[src/rtl/pwm_search_pkg.sv]
package pwm_search_pkg;

  typedef enum logic [1:0] {
    SRCH_IDLE = 2'd0,
    SRCH_KICK = 2'd1,
    SRCH_WAIT = 2'd2
  } srch_state_e;

endpackage

[src/rtl/seq_divider.sv]
// Restoring shift-subtract divider, one quotient bit per clock.
module seq_divider #(
  parameter int NW = 32,
  parameter int DW = 17
) (
  input  logic          clk,
  input  logic          rst_n,
  input  logic          start,
  input  logic [NW-1:0] dividend,
  input  logic [DW-1:0] divisor,
  output logic [NW-1:0] quotient,
  output logic [DW-1:0] remainder,
  output logic          done
);
  localparam int CW = $clog2(NW + 1);

  logic [NW-1:0] quo_q;
  logic [DW-1:0] rem_q;
  logic [DW-1:0] dvs_q;
  logic [CW-1:0] cnt_q;
  logic [DW:0]   shifted;
  logic [DW-1:0] diff;
  logic          ge;

  always_comb begin
    shifted = {rem_q, quo_q[NW-1]};
    ge      = shifted >= {1'b0, dvs_q};
    diff    = shifted[DW-1:0] - dvs_q;
  end

  always_ff @(posedge clk or negedge rst_n) begin
    if (!rst_n) begin
      quo_q <= '0;
      rem_q <= '0;
      dvs_q <= '0;
      cnt_q <= '0;
      done  <= 1'b0;
    end else if (start) begin
      quo_q <= dividend;
      rem_q <= '0;
      dvs_q <= divisor;
      cnt_q <= CW'(NW);
      done  <= 1'b0;
    end else if (cnt_q != '0) begin
      rem_q <= ge ? diff : shifted[DW-1:0];
      quo_q <= {quo_q[NW-2:0], ge};
      cnt_q <= cnt_q - 1'b1;
      done  <= (cnt_q == CW'(1));
    end else begin
      done  <= 1'b0;
    end
  end

  assign quotient  = quo_q;
  assign remainder = rem_q;
endmodule

[src/rtl/best_pair_reg.sv]
// Best-so-far store: replaces only on a strictly smaller error.
module best_pair_reg #(
  parameter int DIV_W  = 16,
  parameter int ERR_W  = 32,
  parameter int CAND_W = 17
) (
  input  logic              clk,
  input  logic              rst_n,
  input  logic              init,
  input  logic [ERR_W-1:0]  init_err,
  input  logic              offer,
  input  logic [DIV_W-1:0]  cand_pre,
  input  logic [DIV_W-1:0]  cand_div,
  input  logic [CAND_W-1:0] cand_err,
  output logic [DIV_W-1:0]  best_pre,
  output logic [DIV_W-1:0]  best_div,
  output logic [ERR_W-1:0]  best_err
);
  logic better;
  assign better = ERR_W'(cand_err) < best_err;

  always_ff @(posedge clk or negedge rst_n) begin
    if (!rst_n) begin
      best_pre <= '1;
      best_div <= '1;
      best_err <= '0;
    end else if (init) begin
      best_pre <= '1;
      best_div <= '1;
      best_err <= init_err;
    end else if (offer && better) begin
      best_pre <= cand_pre;
      best_div <= cand_div;
      best_err <= ERR_W'(cand_err);
    end
  end
endmodule

[src/rtl/pwm_divpair_search.sv]
module pwm_divpair_search
  import pwm_search_pkg::*;
#(
  parameter int TGT_W = 32,
  parameter int DIV_W = 16
) (
  input  logic             clk,
  input  logic             rst_n,
  input  logic             req_valid,
  output logic             req_ready,
  input  logic [TGT_W-1:0] req_target,
  output logic             done,
  output logic [DIV_W-1:0] res_pre,
  output logic [DIV_W-1:0] res_div,
  output logic [TGT_W-1:0] res_err
);
  localparam int               DVS_W     = DIV_W + 1;
  localparam logic [DIV_W-1:0] CODE_TOP  = '1;
  localparam logic [TGT_W-1:0] DIV_LIMIT = TGT_W'((64'd1 << DIV_W) - 64'd2);

  srch_state_e      st_q;
  logic [TGT_W-1:0] tgt_q;
  logic [DIV_W-1:0] pre_q;
  logic             done_q;

  logic             accept;
  logic [TGT_W-1:0] tgt_hi;
  logic [DIV_W-1:0] pre_first;
  logic [DVS_W-1:0] dvs;
  logic [TGT_W-1:0] dv_quo;
  logic [DVS_W-1:0] dv_rem;
  logic             dv_done;
  logic             eval;
  logic [TGT_W-1:0] cand_div;
  logic             stop_now, fits, offer, exact, last;

  assign req_ready = (st_q == SRCH_IDLE);
  assign accept    = req_valid && req_ready;
  assign done      = done_q;

  // first candidate: smaller prescalers cannot fit any better
  always_comb begin
    tgt_hi    = req_target >> DIV_W;
    pre_first = (tgt_hi > TGT_W'(CODE_TOP)) ? CODE_TOP : tgt_hi[DIV_W-1:0];
  end

  assign dvs = {1'b0, pre_q} + DVS_W'(1);

  seq_divider #(.NW(TGT_W), .DW(DVS_W)) u_div (
    .clk       (clk),
    .rst_n     (rst_n),
    .start     (st_q == SRCH_KICK),
    .dividend  (tgt_q),
    .divisor   (dvs),
    .quotient  (dv_quo),
    .remainder (dv_rem),
    .done      (dv_done)
  );

  // candidate evaluation in the cycle the quotient is ready
  always_comb begin
    eval     = (st_q == SRCH_WAIT) && dv_done;
    cand_div = dv_quo - TGT_W'(1);
    stop_now = (dv_quo == '0) || (TGT_W'(pre_q) > cand_div);
    fits     = cand_div <= DIV_LIMIT;
    offer    = eval && !stop_now && fits;
    exact    = offer && (dv_rem == '0);
    last     = stop_now || exact || (pre_q == CODE_TOP);
  end

  best_pair_reg #(.DIV_W(DIV_W), .ERR_W(TGT_W), .CAND_W(DVS_W)) u_best (
    .clk      (clk),
    .rst_n    (rst_n),
    .init     (accept),
    .init_err (req_target),
    .offer    (offer),
    .cand_pre (pre_q),
    .cand_div (cand_div[DIV_W-1:0]),
    .cand_err (dv_rem),
    .best_pre (res_pre),
    .best_div (res_div),
    .best_err (res_err)
  );

  always_ff @(posedge clk or negedge rst_n) begin
    if (!rst_n) begin
      st_q   <= SRCH_IDLE;
      tgt_q  <= '0;
      pre_q  <= '0;
      done_q <= 1'b0;
    end else begin
      done_q <= 1'b0;
      unique case (st_q)
        SRCH_IDLE: if (accept) begin
          tgt_q <= req_target;
          pre_q <= pre_first;
          st_q  <= SRCH_KICK;
        end
        SRCH_KICK: st_q <= SRCH_WAIT;
        SRCH_WAIT: if (eval) begin
          if (last) begin
            st_q   <= SRCH_IDLE;
            done_q <= 1'b1;
          end else begin
            pre_q <= pre_q + 1'b1;
            st_q  <= SRCH_KICK;
          end
        end
        default: st_q <= SRCH_IDLE;
      endcase
    end
  end
endmodule

[config.mk]
export PLATFORM = sky130hd
export DESIGN_NAME = pwm_divpair_search
export DESIGN_NICKNAME = d
export VERILOG_FILES = /design/src/rtl/pwm_search_pkg.sv /design/src/rtl/seq_divider.sv /design/src/rtl/best_pair_reg.sv /design/src/rtl/pwm_divpair_search.sv
export SDC_FILE = /design/constraint.sdc
export NUM_CORES = 1
export LEC_CHECK = 0
export ABC_CLOCK_PERIOD_IN_PS = 4800
export BUFFER_PORTS_ARGS = -buffer_cell sky130_fd_sc_hd__buf_2
export CORE_MARGIN = 2
export CORE_UTILIZATION = 60
export DETAILED_ROUTE_END_ITERATION = 12
export PLACE_DENSITY = 0.8
export SKIP_LAST_GASP = 1
export SYNTH_ARGS = -nofsm -noshare
export SYNTH_HDL_FRONTEND = slang
export SYNTH_SLANG_ARGS = --single-unit
export TNS_END_PERCENT = 5
[constraint.sdc]
create_clock -name clk -period 4.8 [get_ports clk]
set_input_delay 0.72 -clock clk [delete_from_list [all_inputs] [get_ports clk]]
set_output_delay 0.72 -clock clk [all_outputs]
set_load 0.02 [all_outputs]
==> results of run 1 <==
[stage by stage]
| step | cells | util | hold WS, ns | setup WS [ns] |
|---|---|---|---|---|
| 5_1_grt | 1518 | 0.680 | 0.300 | 0.0838 |
| 2_1_floorplan | 1216 | - | 0.424 | 1.06 |
| 3_5_place_dp | 1483 | 0.645 | 0.463 | 0.118 |
| 4_1_cts | 1515 | 0.679 | 0.285 | 0.0892 |
| 3_3_place_gp | 1483 | 0.645 | 0.458 | 0.202 |
| 6_report | 1518 | 0.680 | 0.261 | 0.349 |
[synthesized netlist by cell type, types with 6 or more instances]
library cell / count
nand2b_1: 6
nor2_1: 62
mux2i_1: 40
nor4_1: 16
nor3_1: 18
a31oi_1: 21
o22ai_1: 7
nand2_1: 186
ha_1: 54
or3_1: 14
clkbuf_1: 54
o21ai_0: 121
buf_1: 13
or4_1: 8
buf_2: 7
nor2b_1: 11
and3_1: 12
a21oi_1: 42
nand4_1: 13
nand3_1: 81
nand4b_1: 10
a22oi_1: 11
xnor2_1: 21
a22o_1: 15
a21o_1: 25
a211oi_1: 6
inv_1: 48
o31ai_1: 6
dfstp_2: 32
xor2_1: 19
dfrtp_1: 156
[kinds of logic (layout without fill, tap and decap cells)]
kind of cell             Yosys count  in the layout
flip-flops                       188            188
XOR/XNOR                          41             41
multiplexers                      45             45
AO/OA/AOI/OAI                    299            299
buffers and inverters            127            200
adder cells (fa/ha/maj)           55             55
AND/OR/NAND/NOR                  461            461
[final timing paths]
| check | start | endpoint | slack (ns) | cells past startpoint |
|---|---|---|---|---|
| worst max-delay path | u_div.quotient[3] | u_best.best_div[13] | 0.35 | 13 |
| worst min-delay path | rst_n | u_best.best_err[8] | 0.26 | 1 |
| worst max register to register | u_div.quotient[3] | u_best.best_div[13] | 0.35 | 13 |
| worst min register to register | tgt_q[14] | tgt_q[14] | 0.48 | 2 |
| max in group asynchronous | rst_n | u_div.remainder[13] | 3.49 | 2 |
| min in group clk | req_target[15] | tgt_q[15] | 0.47 | 3 |
[worst max-delay path, stage by stage, from the launching register on]
cell,delay [ns]
dfrtp_1,0.51
nor4_4,0.56
nand3_2,0.26
xor2_1,0.31
ha_1,0.30
a21o_1,0.17
o21a_1,0.17
a311o_1,0.36
a221oi_1,0.31
a32o_1,0.26
and4_2,0.47
buf_12,0.29
nand3_1,0.17
a21o_1,0.22
[sequential cells by signal, summed over array words and instances (netlist names), 2 cells and up]
| signal | flops |
|---|---|
| tgt_q | 32 |
| u_best.best_err | 32 |
| u_div.quotient | 32 |
| u_div.dvs_q | 17 |
| u_div.remainder | 17 |
| pre_q | 16 |
| u_best.best_div | 16 |
| u_best.best_pre | 16 |
| u_div.cnt_q | 6 |
| st_q | 2 |
[power by group through the flow]
| stage | Clock, W | Combinational (W) | Sequential [W] |
|---|---|---|---|
| after floorplan | 0 | 0.00316 | 0.00283 |
| after detailed placement | 0 | 0.00425 | 0.00299 |
| after global placement | 0 | 0.00412 | 0.00296 |
| final | 0.00148 | 0.00436 | 0.00300 |
| after global routing | 0.00155 | 0.00482 | 0.00308 |
| after CTS | 0.00149 | 0.00430 | 0.00297 |
[per-layer routing]
metal  part of all wire  GRT usage
met3              0.084     0.0646
met2               0.45      0.502
met4              0.037      0.129
met5                  0          0
met1               0.43      0.460
[area by class of cell]
cell class | instances | area, um^2 | share of cell area
Clock inverter | 15 | 179 | 0.0147
Tap cell | 229 | 287 | 0.0235
Inverter | 48 | 180 | 0.0148
Sequential cell | 188 | 4740 | 0.389
Clock buffer | 17 | 425 | 0.0349
Timing Repair Buffer | 120 | 684 | 0.0562
Multi-Input combinational cell | 901 | 5680 | 0.466
[repair_timing]
item	in CTS	in global routing
buffers inserted	0	3
endpoints found under the setup margin	0	16
resized for setup	0	1
hold endpoints to repair	0	0
==> flow_metrics.env, run 1 <==
export IMPL_synth_compound_area_frac=0.172
export IMPL_viasPerCell=6.41
export IMPL_synth_warnings=0
export IMPL_drv_cap=0
export IMPL_synthFlopType="dfrtp_1"
export IMPL_start_util=0.609
export IMPL_total_power_w=0.00885
export IMPL_num_fill_cells=1415
export IMPL_setup_violations_final=0
export IMPL_die_y_um=139
export IMPL_design_area_um2=12200
export IMPL_dr_pass1_iters=7
export IMPL_overflow=0
export IMPL_cp_start_kind="flip-flop"
export IMPL_clk_latency_ns=0.46
export IMPL_die_w_um=139
export IMPL_worst_pin_slew_ns=0.877
export IMPL_rsz0062_at_grt="false"
export IMPL_p_sw_frac=0.454
export IMPL_yosys_register_bits=188
export IMPL_yosysTopAreaCellShare=0.358
export IMPL_core_area_um2=17900
export IMPL_grt_use_total=0.327
export IMPL_synth_async_reset_ratio=1.00
export IMPL_worst_endpoint_arrival_ns=4.84
export IMPL_drtAntennaViolNets=0
export IMPL_drcViolationCount=0
export IMPL_wl_per_cell_um=20.6
export IMPL_cp_max_fo=52
export IMPL_synth_seq_area_share=0.435
export IMPL_syn_area_per_cell_um2=8.97
export IMPL_critPathKind="reg2reg"
export IMPL_worst_setup_path_end_kind="flip-flop"
export IMPL_drive_above_1_share=0.161
export IMPL_yosysTopAreaCell="dfrtp_1"
export IMPL_combPwrFrac=0.493
export IMPL_p_switching_w=0.00402
export IMPL_cts_sinks=188
export IMPL_status="finished, final reports clean"
export IMPL_cts_tree="yes"
export IMPL_finalCritPeriodShare=0.927
export IMPL_dr_first_iter_drc_count=1108
export IMPL_cts_buffer_depth=2
export IMPL_cp_required_ns=5.19
export IMPL_yosys_area_share_simple=0.205
export IMPL_power_frac_clock=0.168
export IMPL_hp_class="in2async"
export IMPL_relSlewSlack=0.416
export IMPL_totalWireLength_um=31200
export IMPL_hold_viol=0
export IMPL_holdBufCountCts=0
export IMPL_slew_violations=0
export IMPL_grt_pass1_vias=9133
export IMPL_grt_pass1_wl_um=50100
export IMPL_diodes=0
export IMPL_area_growth_pct=11.7
export IMPL_internal_power_w=0.00483
export IMPL_antenna_found_initial=1
export IMPL_synth_xor_area_share=0.0342
export IMPL_gp_congestion=0.963
export IMPL_max_freq_mhz=225
export IMPL_die_area_um2=19300
export IMPL_yosys_area_share_adder=0.0638
export IMPL_cts_max_level=4
export IMPL_path_clk_slew_ns=0.08
export IMPL_synth_area_leaders="dfrtp_1, dfstp_2, nand2_1"
export IMPL_yosysUniqueCellTypes=71
export IMPL_cts_buffers=17
export IMPL_seqPwrFrac=0.339
export IMPL_timing_setup_tns_ns=0
export IMPL_netlist_area_um2=10900
export IMPL_dr_total_vias=9733
export IMPL_power_density_nw_per_um2=726
export IMPL_syn_inst=1216
export IMPL_root_buffer="clkbuf_16"
export IMPL_rows=49
export IMPL_synth_mux_area_fraction=0.0419
export IMPL_final_common_cell="nand2_1"
export IMPL_min_period_ns=4.45
export IMPL_max_vdd_ir_drop_v=0.000423
export IMPL_final_cell_mix="nand2_1, dfrtp_1, o21ai_0"
export IMPL_placed_area_um2=11500
export IMPL_finalNetCount=1366
export IMPL_port_buffers=100
export IMPL_finClkSkew_ns=0.0180
export IMPL_grt_start_max_net_pins=119
export IMPL_synth_edff_count=0
export IMPL_power_leakage_nw=5.53
export IMPL_synth_top_family_by_area="simple AND/OR/NAND/NOR gates"
export IMPL_ios=101
export IMPL_syn_num_nets=1306
export IMPL_dp_hpwl_um=21400
Note: power is estimated with default switching activity, not from simulation.
==> inputs of run 2 (changes only) <==
--- a/config.mk
+++ b/config.mk
@@ -10,7 +10,7 @@
 export CORE_MARGIN = 2
 export CORE_UTILIZATION = 60
 export DETAILED_ROUTE_END_ITERATION = 12
-export PLACE_DENSITY = 0.8
+export PLACE_DENSITY_LB_ADDON = 0.2
 export SKIP_LAST_GASP = 1
 export SYNTH_ARGS = -nofsm -noshare
 export SYNTH_HDL_FRONTEND = slang
==> run 2 against run 1 <==
Compared with the run above: cell count is essentially flat; cell area shrank 0.31%; clock skew shrank 0.0032 ns; flip-flop and latch count is the same; critical path depth is the same; power shrank 0.40%; clock-buffer cell count is the same; clock power is essentially flat; worst setup slack gained 0.030 ns; non-clock buffer count shrank 2; first-iteration DRC count shrank 17%; via count shrank 0.88%; critical path type unchanged; critical endpoint is now u_best.best_err[9]; highest routed layer unchanged.
==> flow_metrics.env, run 2 (synthesis results as in run 1) <==
export IMPL_dr_total_vias=9647
export IMPL_path_clk_slew_ns=0.07
export IMPL_worst_setup_path_end_kind="flip-flop"
export IMPL_min_period_ns=4.42
export IMPL_wl_per_cell_um=20.6
export IMPL_finClkSkew_ns=0.0148
export IMPL_cts_sinks=188
export IMPL_grt_pass1_wl_um=50400
export IMPL_post_route_util=0.678
export IMPL_cts_setup_buffers=0
export IMPL_dp_hpwl_um=21900
export IMPL_holdBufCountCts=0
export IMPL_slew_violations=0
export IMPL_viasPerCell=6.36
export IMPL_die_w_um=139
export IMPL_cts_max_level=4
export IMPL_cts_tree="yes"
export IMPL_post_cts_resized_instances=0
export IMPL_root_buffer="clkbuf_16"
export IMPL_cts_buffer_depth=2
export IMPL_max_freq_mhz=226
export IMPL_dr_pass1_iters=5
export IMPL_hold_ws_ns=0.355
export IMPL_finalNetCount=1364
export IMPL_grt_start_max_net_pins=114
export IMPL_drtAntennaViolNets=0
export IMPL_core_area_um2=17900
export IMPL_rows=49
export IMPL_start_util=0.609
export IMPL_area_growth_pct=11.4
export IMPL_setup_violations_final=0
export IMPL_power_frac_clock=0.166
export IMPL_power_density_nw_per_um2=725
export IMPL_design_area_um2=12100
export IMPL_cp_required_ns=5.16
export IMPL_overflow=0
export IMPL_grt_pass1_vias=9074
export IMPL_power_leakage_nw=5.51
export IMPL_drive_above_1_share=0.159
export IMPL_die_y_um=139
export IMPL_p_switching_w=0.00400
export IMPL_rsz0062_at_grt="false"
export IMPL_internal_power_w=0.00481
export IMPL_hp_class="in2async"
export IMPL_worst_pin_slew_ns=0.959
export IMPL_relSlewSlack=0.360
export IMPL_cp_max_fo=46
export IMPL_antenna_found_initial=0
export IMPL_ios=101
export IMPL_p_sw_frac=0.455
export IMPL_dr_first_iter_drc_count=915
export IMPL_cts_buffers=17
export IMPL_timing_setup_tns_ns=0
export IMPL_hold_viol=0
export IMPL_status="finished, final reports clean"
export IMPL_drv_cap=0
export IMPL_critPathKind="reg2reg"
export IMPL_num_fill_cells=1464
export IMPL_drcViolationCount=0
export IMPL_cp_start_kind="flip-flop"
export IMPL_finalCritPeriodShare=0.921
export IMPL_seqPwrFrac=0.342
export IMPL_final_common_cell="nand2_1"
export IMPL_combPwrFrac=0.492
export IMPL_max_vdd_ir_drop_v=0.000502
export IMPL_port_buffers=100
export IMPL_grt_use_total=0.330
export IMPL_clk_latency_ns=0.44
export IMPL_final_cell_mix="nand2_1, dfrtp_1, o21ai_0"
export IMPL_totalWireLength_um=31200
export IMPL_placed_area_um2=11500
export IMPL_gp_congestion=0.967
export IMPL_worst_endpoint_arrival_ns=4.78
export IMPL_die_area_um2=19300
-- run 2: final timing paths --
kind	start	to	slack [ns]	cells past startpoint
max reg2reg	u_div.quotient[3]	u_best.best_err[9]	0.38	13
max in group asynchronous	rst_n	u_best.best_err[28]	3.27	2
min in group clk	tgt_q[17]	tgt_q[17]	0.48	2
min reg2reg	tgt_q[17]	tgt_q[17]	0.48	2
min	rst_n	u_div.remainder[9]	0.36	1
max	u_div.quotient[3]	u_best.best_err[9]	0.38	13
-- run 2: power groups by stage --
stage / logic [W] / clock network (W) / registers, W
floorplan: 0.00316 / 0 / 0.00283
CTS: 0.00432 / 0.00147 / 0.00298
detailed placement: 0.00426 / 0 / 0.00300
finish: 0.00433 / 0.00147 / 0.00301
global placement: 0.00416 / 0 / 0.00299
global route: 0.00484 / 0.00155 / 0.00309
-- run 2: worst max-delay path: stages (launching register included) --
cell and delay (ns):
dfrtp_1 0.50, nor4_4 0.56, nand3_2 0.27, xor2_1 0.31
ha_1 0.31, a21o_1 0.17, o21a_1 0.16, a311o_1 0.35
a221oi_1 0.34, a32o_1 0.27, and4_2 0.51, buf_12 0.29
nand3_1 0.12, a31oi_1 0.18
-- run 2: layout make-up --
class                   instances  area [um^2]  area share
multi-input cells             901         5670       0.467
flip-flops and latches        188         4740       0.391
repair buffers                118          657      0.0541
clock buffers                  17          425      0.0350
well taps                     229          287      0.0236
inverters                      48          180      0.0148
clock inverters                15          174      0.0143
diodes                          1         2.50    0.000206
-- run 2: layer usage --
layer | track usage | vias up | routed length, um
met5 | 0 | - | 0
met4 | 0.0962 | 0 | 680
met3 | 0.0590 | 51 | 2410
met2 | 0.516 | 399 | 14500
met1 | 0.478 | 4725 | 13700
li1 | - | 4472 | -
-- run 2: stage by stage --
stage | worst slack, ns | total power, W | instances
final | 0.379 | 0.00881 | 1517
after floorplan | 1.06 | 0.00599 | 1216
after global placement | 0.491 | 0.00714 | 1484
after detailed placement | 0.485 | 0.00726 | 1484
after global routing | 0.0524 | 0.00947 | 1516
after CTS | 0.423 | 0.00877 | 1516
